==> config.mk <==
export PLATFORM = sky130hd
export DESIGN_NAME = shadow_scan_chain
export DESIGN_NICKNAME = d
export VERILOG_FILES = /design/src/rtl/shscan_pkg.sv /design/src/rtl/shscan_edge.sv /design/src/rtl/shscan_arm.sv /design/src/rtl/shscan_chain.sv /design/src/rtl/shadow_scan_chain.sv
export SDC_FILE = /design/constraint.sdc
export NUM_CORES = 1
export LEC_CHECK = 0
export ABC_AREA = 1
export CAP_MARGIN = 5
export CORE_ASPECT_RATIO = 0.6
export CORE_MARGIN = 5
export CORE_UTILIZATION = 46
export DETAILED_ROUTE_END_ITERATION = 8
export PLACE_DENSITY = 0.8
export SLEW_MARGIN = 10
export SYNTH_ARGS = -nofsm -noshare
export SYNTH_HDL_FRONTEND = slang
export SYNTH_HIERARCHICAL = 1
export SYNTH_SLANG_ARGS = --single-unit
==> constraint.sdc <==
create_clock -name clk -period 1.6 [get_ports clk]
set_input_delay 0.24 -clock clk [delete_from_list [all_inputs] [get_ports clk]]
set_output_delay 0.24 -clock clk [all_outputs]
set_load 0.01 [all_outputs]
==> src/rtl/shscan_pkg.sv <==
package shscan_pkg;

  typedef enum logic [1:0] {
    ACT_HOLD  = 2'd0,
    ACT_SHIFT = 2'd1,
    ACT_LOAD  = 2'd2
  } chain_act_e;

  function automatic int chain_bits(input int ir_w, input int reg_w, input int n_gpr);
    return ir_w + reg_w * (n_gpr + 2);
  endfunction

  // offset of general register k; higher-numbered registers sit nearer the MOSI end
  function automatic int gpr_offset(input int ir_w, input int reg_w, input int n_gpr, input int k);
    return ir_w + reg_w * (n_gpr - k);
  endfunction

endpackage

==> src/rtl/shscan_edge.sv <==
module shscan_edge #(
  parameter int SYNC = 2
) (
  input  logic clk,
  input  logic rst_n,
  input  logic din,
  output logic rise,
  output logic fall
);
  logic [SYNC-1:0] sync_q;
  logic            last_q;

  always_ff @(posedge clk or negedge rst_n) begin
    if (!rst_n) begin
      sync_q <= '0;
      last_q <= 1'b0;
    end else begin
      sync_q <= {sync_q[SYNC-2:0], din};
      last_q <= sync_q[SYNC-1];
    end
  end

  assign rise = sync_q[SYNC-1] & ~last_q;
  assign fall = ~sync_q[SYNC-1] & last_q;

  // a rise is always followed by a non-rise cycle (R2: one action per edge)
  assert_single_rise_R2: assert property (@(posedge clk) disable iff (!rst_n)
    rise |=> !rise);

endmodule

==> src/rtl/shscan_arm.sv <==
module shscan_arm
  import shscan_pkg::*;
(
  input  logic       clk,
  input  logic       rst_n,
  input  logic       cpu_fall,
  input  logic       scan_rise,
  input  logic       scan_fall,
  output logic       armed,
  output chain_act_e act
);
  logic armed_q;

  always_ff @(posedge clk or negedge rst_n) begin
    if (!rst_n)         armed_q <= 1'b0;
    else if (cpu_fall)  armed_q <= 1'b1;
    else if (scan_fall) armed_q <= 1'b0;
  end

  assign armed = armed_q;

  always_comb begin
    act = ACT_HOLD;
    if (scan_rise) act = armed_q ? ACT_LOAD : ACT_SHIFT;
  end

  assert_arm_on_cpu_fall_R5: assert property (@(posedge clk) disable iff (!rst_n)
    cpu_fall |=> armed_q);

  assert_disarm_on_scan_fall_R7: assert property (@(posedge clk) disable iff (!rst_n)
    (scan_fall && !cpu_fall) |=> !armed_q);

  assert_arm_holds_R7: assert property (@(posedge clk) disable iff (!rst_n)
    (!cpu_fall && !scan_fall) |=> $stable(armed_q));

endmodule

==> src/rtl/shscan_chain.sv <==
module shscan_chain
  import shscan_pkg::*;
#(
  parameter int IR_W     = 16,
  parameter int REG_W    = 8,
  parameter int NUM_GPR  = 4,
  parameter int SEL_BIT  = 1,
  parameter int GATE_BIT = 2
) (
  input  logic                     clk,
  input  logic                     rst_n,
  input  chain_act_e               act,
  input  logic                     mosi,
  input  logic [IR_W-1:0]          cpu_ir,
  input  logic [REG_W-1:0]         cpu_pc,
  input  logic [NUM_GPR*REG_W-1:0] cpu_gpr,
  output logic                     miso,
  output logic                     ctl_sel,
  output logic                     ctl_gate,
  output logic [IR_W-1:0]          sh_ir
);
  localparam int LEN     = chain_bits(IR_W, REG_W, NUM_GPR);
  localparam int CTRL_LO = LEN - REG_W;

  logic [LEN-1:0]     chain_q;
  logic [CTRL_LO-1:0] cap_w;

  assign cap_w[IR_W-1:0]          = cpu_ir;
  assign cap_w[IR_W +: REG_W]     = cpu_pc;

  for (genvar k = 0; k < NUM_GPR; k++) begin : g_gpr
    assign cap_w[gpr_offset(IR_W, REG_W, NUM_GPR, k) +: REG_W] = cpu_gpr[k*REG_W +: REG_W];
  end

  always_ff @(posedge clk or negedge rst_n) begin
    if (!rst_n) begin
      chain_q <= '0;
    end else begin
      case (act)
        ACT_SHIFT: chain_q <= {chain_q[LEN-2:0], mosi};
        ACT_LOAD:  chain_q[CTRL_LO-1:0] <= cap_w;
        default:   chain_q <= chain_q;
      endcase
    end
  end

  assign miso     = chain_q[LEN-1];
  assign ctl_sel  = chain_q[CTRL_LO + SEL_BIT];
  assign ctl_gate = chain_q[CTRL_LO + GATE_BIT];
  assign sh_ir    = chain_q[IR_W-1:0];

  assert_hold_without_edge_R8: assert property (@(posedge clk) disable iff (!rst_n)
    (act == ACT_HOLD) |=> $stable(chain_q));

  assert_load_keeps_ctrl_R6: assert property (@(posedge clk) disable iff (!rst_n)
    (act == ACT_LOAD) |=> $stable(chain_q[LEN-1:CTRL_LO]));

  assert_load_takes_ir_R6: assert property (@(posedge clk) disable iff (!rst_n)
    (act == ACT_LOAD) |=> (sh_ir == $past(cpu_ir)));

  assert_shift_moves_msb_R1: assert property (@(posedge clk) disable iff (!rst_n)
    (act == ACT_SHIFT) |=> (miso == $past(chain_q[LEN-2])));

endmodule

==> src/rtl/shadow_scan_chain.sv <==
module shadow_scan_chain
  import shscan_pkg::*;
#(
  parameter int IR_W    = 16,
  parameter int REG_W   = 8,
  parameter int NUM_GPR = 4,
  parameter int SYNC    = 2
) (
  input  logic                     clk,
  input  logic                     rst_n,
  input  logic                     scan_clk,
  input  logic                     scan_mosi,
  output logic                     scan_miso,
  input  logic                     cpu_clk,
  input  logic [IR_W-1:0]          cpu_ir,
  input  logic [REG_W-1:0]         cpu_pc,
  input  logic [NUM_GPR*REG_W-1:0] cpu_gpr,
  output logic                     dec_use_shadow_ir,
  output logic                     dec_load_gate,
  output logic [IR_W-1:0]          shadow_ir
);
  logic       scan_rise, scan_fall, cpu_rise, cpu_fall, armed;
  chain_act_e act;

  shscan_edge #(.SYNC(SYNC)) u_scan_edge (
    .clk(clk), .rst_n(rst_n), .din(scan_clk), .rise(scan_rise), .fall(scan_fall));

  shscan_edge #(.SYNC(SYNC)) u_cpu_edge (
    .clk(clk), .rst_n(rst_n), .din(cpu_clk), .rise(cpu_rise), .fall(cpu_fall));

  shscan_arm u_arm (
    .clk(clk), .rst_n(rst_n), .cpu_fall(cpu_fall), .scan_rise(scan_rise),
    .scan_fall(scan_fall), .armed(armed), .act(act));

  shscan_chain #(
    .IR_W(IR_W), .REG_W(REG_W), .NUM_GPR(NUM_GPR), .SEL_BIT(1), .GATE_BIT(2)
  ) u_chain (
    .clk(clk), .rst_n(rst_n), .act(act), .mosi(scan_mosi),
    .cpu_ir(cpu_ir), .cpu_pc(cpu_pc), .cpu_gpr(cpu_gpr),
    .miso(scan_miso), .ctl_sel(dec_use_shadow_ir), .ctl_gate(dec_load_gate),
    .sh_ir(shadow_ir));

  // a CPU rising edge never arms a capture
  assert_rise_no_arm_R5: assert property (@(posedge clk) disable iff (!rst_n)
    (cpu_rise && !armed) |=> !armed);

endmodule

Word-level counts from Yosys, hierarchy flattened:

Cells that the tools add are included.

* output and inout port bits: 19
* flip-flop bits (word level): 71
* logic and storage cells: 22
* input port bits: 61

* bitwise operators: 6
* equality and inequality tests: 2
* muxes and demuxes: 5
* reductions and logical operators: 2

Operators with widths (number)
* one-hot mux 56 bit (2 select lines): 1
* two-way mux 2 bit: 2
* nonzero test 2 bit: 2
* AND 1 bit: 3
* inverter 1 bit: 3
* == test 2 x 1 -> 1 bit (second input constant): 1
* == test 2 bit (second input constant): 1
* two-way mux 1 bit: 2

Depth between registers and ports, before layout:

* depth after elaboration: 5
* mapped depth: 12
* gate-level depth less buffers: 10

Modules after synthesis:

The synthesis kept the hierarchy.

Modules (own cells, without submodules)
* shscan_chain: area each 3574.7 sq um, sequential area each 1601.5 sq um, times used 1, cells each 524
* shscan_edge: area each 90.1 sq um, sequential area each 75.1 sq um, times used 2, cells each 7
* shscan_arm: area each 55.1 sq um, sequential area each 25.0 sq um, times used 1, cells each 9

Least setup slack after synthesis:

Ideal clock, no wire load.

* path kind: register to register
* start point: register u_scan_edge.last_q
* end point: register u_chain.chain_q[15]
* clock period less this slack: 1.573 ns
* slack: 0.027 ns
* data required time: 1.483 ns
* buffers on the path: 2
* cell stages (with the launch flop): 11
* data arrival time: 1.456 ns
* cells stage by stage: dfrtp_1 nor2_1 inv_1 nor2_1 inv_1 ha_1 inv_2 buf_4 buf_2 nand3_1 nand2_1

* cells in the longest elaborated chain, start to end: 5
* elaborated cells between the ends (all ways): 7
* those cells by class: 2 x eq/ne; 2 x mux; 2 x bitwise; 1 x reduce/logical

Ends and longest elaborated chain
* start, declared: line shscan_edge.sv:11 `logic last_q;`
* start signal, assigned: line shscan_edge.sv:19 `last_q <= sync_q[SYNC-1];`
* inverter 1 bit *: line shscan_edge.sv:23 `assign rise = sync_q[SYNC-1] & ~last_q;`
* AND 1 bit *: line shscan_edge.sv:23
* via scan_rise: line shadow_scan_chain.sv:22 `logic scan_rise, scan_fall, cpu_rise, cpu_fall, armed;`
* two-way mux 2 bit *: line shscan_arm.sv:24 `if (scan_rise) act = armed_q ? ACT_LOAD : ACT_SHIFT;`
* via act[0]: line shadow_scan_chain.sv:23 `chain_act_e act;`
* == test 2 bit or == test 2 x 1 -> 1 bit (tied branches): line shscan_chain.sv:39 `case (act)`
* one-hot mux 56 bit (2 select lines) or nonzero test 2 bit (tied branches)
* end signal, assigned: line shscan_chain.sv:40 `ACT_SHIFT: chain_q <= {chain_q[LEN-2:0], mosi};`
* end signal, assigned by index: line shscan_chain.sv:41 `ACT_LOAD: chain_q[CTRL_LO-1:0] <= cap_w;`
* end signal, assigned: line shscan_chain.sv:42 `default: chain_q <= chain_q;`
* end, declared: line shscan_chain.sv:25 `logic [LEN-1:0] chain_q;`

The timed path passes the listed nets; every way through them passes the cells marked *.
A chain may end at the register's enable or synchronous reset.

Worst setup path in the final report:

* start point: register u_scan_edge.sync_q[1]
* end point: register u_chain.chain_q[15]

* cells in the longest elaborated chain, start to end: 4
* elaborated cells between the ends (all ways): 6
* those cells by class: 2 x eq/ne; 2 x mux; 1 x bitwise; 1 x reduce/logical

Ends and longest elaborated chain
* start, declared: line shscan_edge.sv:10 `logic [SYNC-1:0] sync_q;`
* start signal, assigned: line shscan_edge.sv:18 `sync_q <= {sync_q[SYNC-2:0], din};`
* AND 1 bit *: line shscan_edge.sv:23
* via scan_rise: line shadow_scan_chain.sv:22
* two-way mux 2 bit *: line shscan_arm.sv:24
* via act[0]: line shadow_scan_chain.sv:23
* == test 2 bit or == test 2 x 1 -> 1 bit (tied branches): line shscan_chain.sv:39
* one-hot mux 56 bit (2 select lines) or nonzero test 2 bit (tied branches)

Marks and branches as above.

==> run metrics <==
RSZ-0062 raised after global routing=true; commonest non-fill, non-tap cell in the layout=nand2_1; Clock Skew=0.00481 ns; WL/cell=12.5 µm; Reg clk slew, reported paths=0.06 ns; fillcell total=663; relative slew slack=76.8%; Tcrit/Tclk final=96.3%; later-pin clock latency in the skew report=0.33 ns; Die ar.=10,200 µm²; area of the multi-input gates=1280 µm²; Hold Path Class=input port to flip-flop; port bufs=79; crit path DAT=1.76 ns; Critical Path Sink Type=flip-flop; # rows=25; Root Buffer=clkbuf_16; syn_area_per_cell=6.98 µm²; CP Cell Sequence=inv_1 -> nor2_2 -> inv_2 -> nor2_4 -> inv_2 -> ha_4 -> inv_6 -> buf_12 -> nand3_1 -> nand2_1; area delta synth->final=33.7%; WHS=0.355 ns; number of global-route vias before repair=3,261; CTS tree=yes; first-pass GRT wire length=15,100 µm; area of the mapped netlist=3800 µm²; worst path bufs/invs=5; GRT overflow=0; Syn Inst Count=545; status=complete, no violations; post-route minimum period=1.54 ns; Hold Vio Cnt, Final=0; DP Area=4610 µm²; post-route setup TNS=0 ns; Max FO, Critical Path=19; Tot Pwr=7.19 mW; fin area=5080 µm²; Core ar.=7980 µm²; WL final=9070 µm; Via density=4.55; Max Cap Violations=0; GRT Overall Usage=18.4%; Clock Sinks=71; Initial DRC Count=301; Final setup viols=0; slowest CP cell=dfrtp_1; Storage cell area=1780 µm²; hpwl dp=6270 µm; Max stage delay on crit path=0.35 ns; cts bufs inserted=9; final max-slew violation count=0; Synth Net Count=608; critical path launch point type=flip-flop; Pre-antenna DRT Iters=4; delay-heaviest family, CP=simple AND/OR/NAND/NOR gates; most frequent cells in the layout=nand2_1 (232), inv_1 (124), clkdlybuf4s50_1 (78); crit path kind=flip-flop to flip-flop; initial antenna violation count=0; H-tree depth=3; # diodes=0; most used cell, CP=inv_2; final net count=678; CP required=1.82 ns; YS warnings=6; PwrDens=1410 nW/µm²; Top Ports=80; drc violations=0; Antenna Nets Post-Route=0; Leak=2.87 nW; largest net degree at the start of global routing=36; share of cells above drive strength 1=7.42%; Vias=3,309; Placer Congestion=0.787; Max Freq=649 MHz; CTS Buffer Depth=2; die width=127 µm; Max VDD drop=676 µV; worst-margin pin slew=0.349 ns; Die Ht=80.4 µm; Starting Density=47.7%
## state kept, by name, indices dropped and copies added (netlist names)
signal	count
u_cpu_edge/sync_q	2
u_arm/armed	1
u_scan_edge/sync_q	2
u_cpu_edge/last_q	1
u_scan_edge/last_q	1
u_chain/chain_q	64
## path summary, 6_finish.rpt
check	slack, ns	endpoint	start	depth (start not counted)
max in group asynchronous	0.74	u_chain/chain_q[46]	rst_n	3
min in group asynchronous	0.36	u_chain/chain_q[63]	rst_n	2
min	0.35	u_cpu_edge/sync_q[0]	cpu_clk	1
max	0.06	u_chain/chain_q[15]	u_scan_edge/sync_q[1]	10
min reg2reg	0.36	u_cpu_edge/sync_q[1]	u_cpu_edge/sync_q[0]	0
max reg2reg	0.06	u_chain/chain_q[15]	u_scan_edge/sync_q[1]	10
## what timing repair did
item / CTS / global route
cloned: 0 / 1
setup endpoints to repair: 45 / 56
pin swaps: 0 / 3
hold endpoints to repair: 24 / 0
buffers inserted: 0 / 1
gates resized for setup: 5 / 26
hold buffers: 1 / 0
## stage by stage
stage | setup slack (ns) | cells | util (%)
after floorplan | 0.0270 | 545 | -
after global placement | 0.0446 | 709 | 57.8
after detailed placement | -0.0323 | 709 | 57.8
after CTS | 0.00185 | 726 | 62.2
after global routing | -0.0224 | 728 | 63.7
final | 0.0589 | 728 | 63.7
## final cells by class
cell class	instances	share of cell area [%]
repair buffers	100	21.4
flip-flops and latches	71	35.0
well taps	108	2.66
multi-input cells	305	25.2
clock buffers	10	4.51
inverters	128	9.65
clock inverters	6	1.67
## power by group
| group | internal, mW | switching [mW] |
|---|---|---|
| Clock | 1.36 | 0.741 |
| Combinational | 1.07 | 1.11 |
| Sequential | 2.48 | 0.425 |
## per-layer routing
layer  global-route usage [%]  up-vias  share of wire (%)
met5                        0        -                  0
met4                     4.93        0               0.68
met3                     6.05        6                6.2
met2                     30.2       87                 48
met1                     23.5     1533                 45
li1                         -     1683                  -
Note: power is estimated with default switching activity, not from simulation.
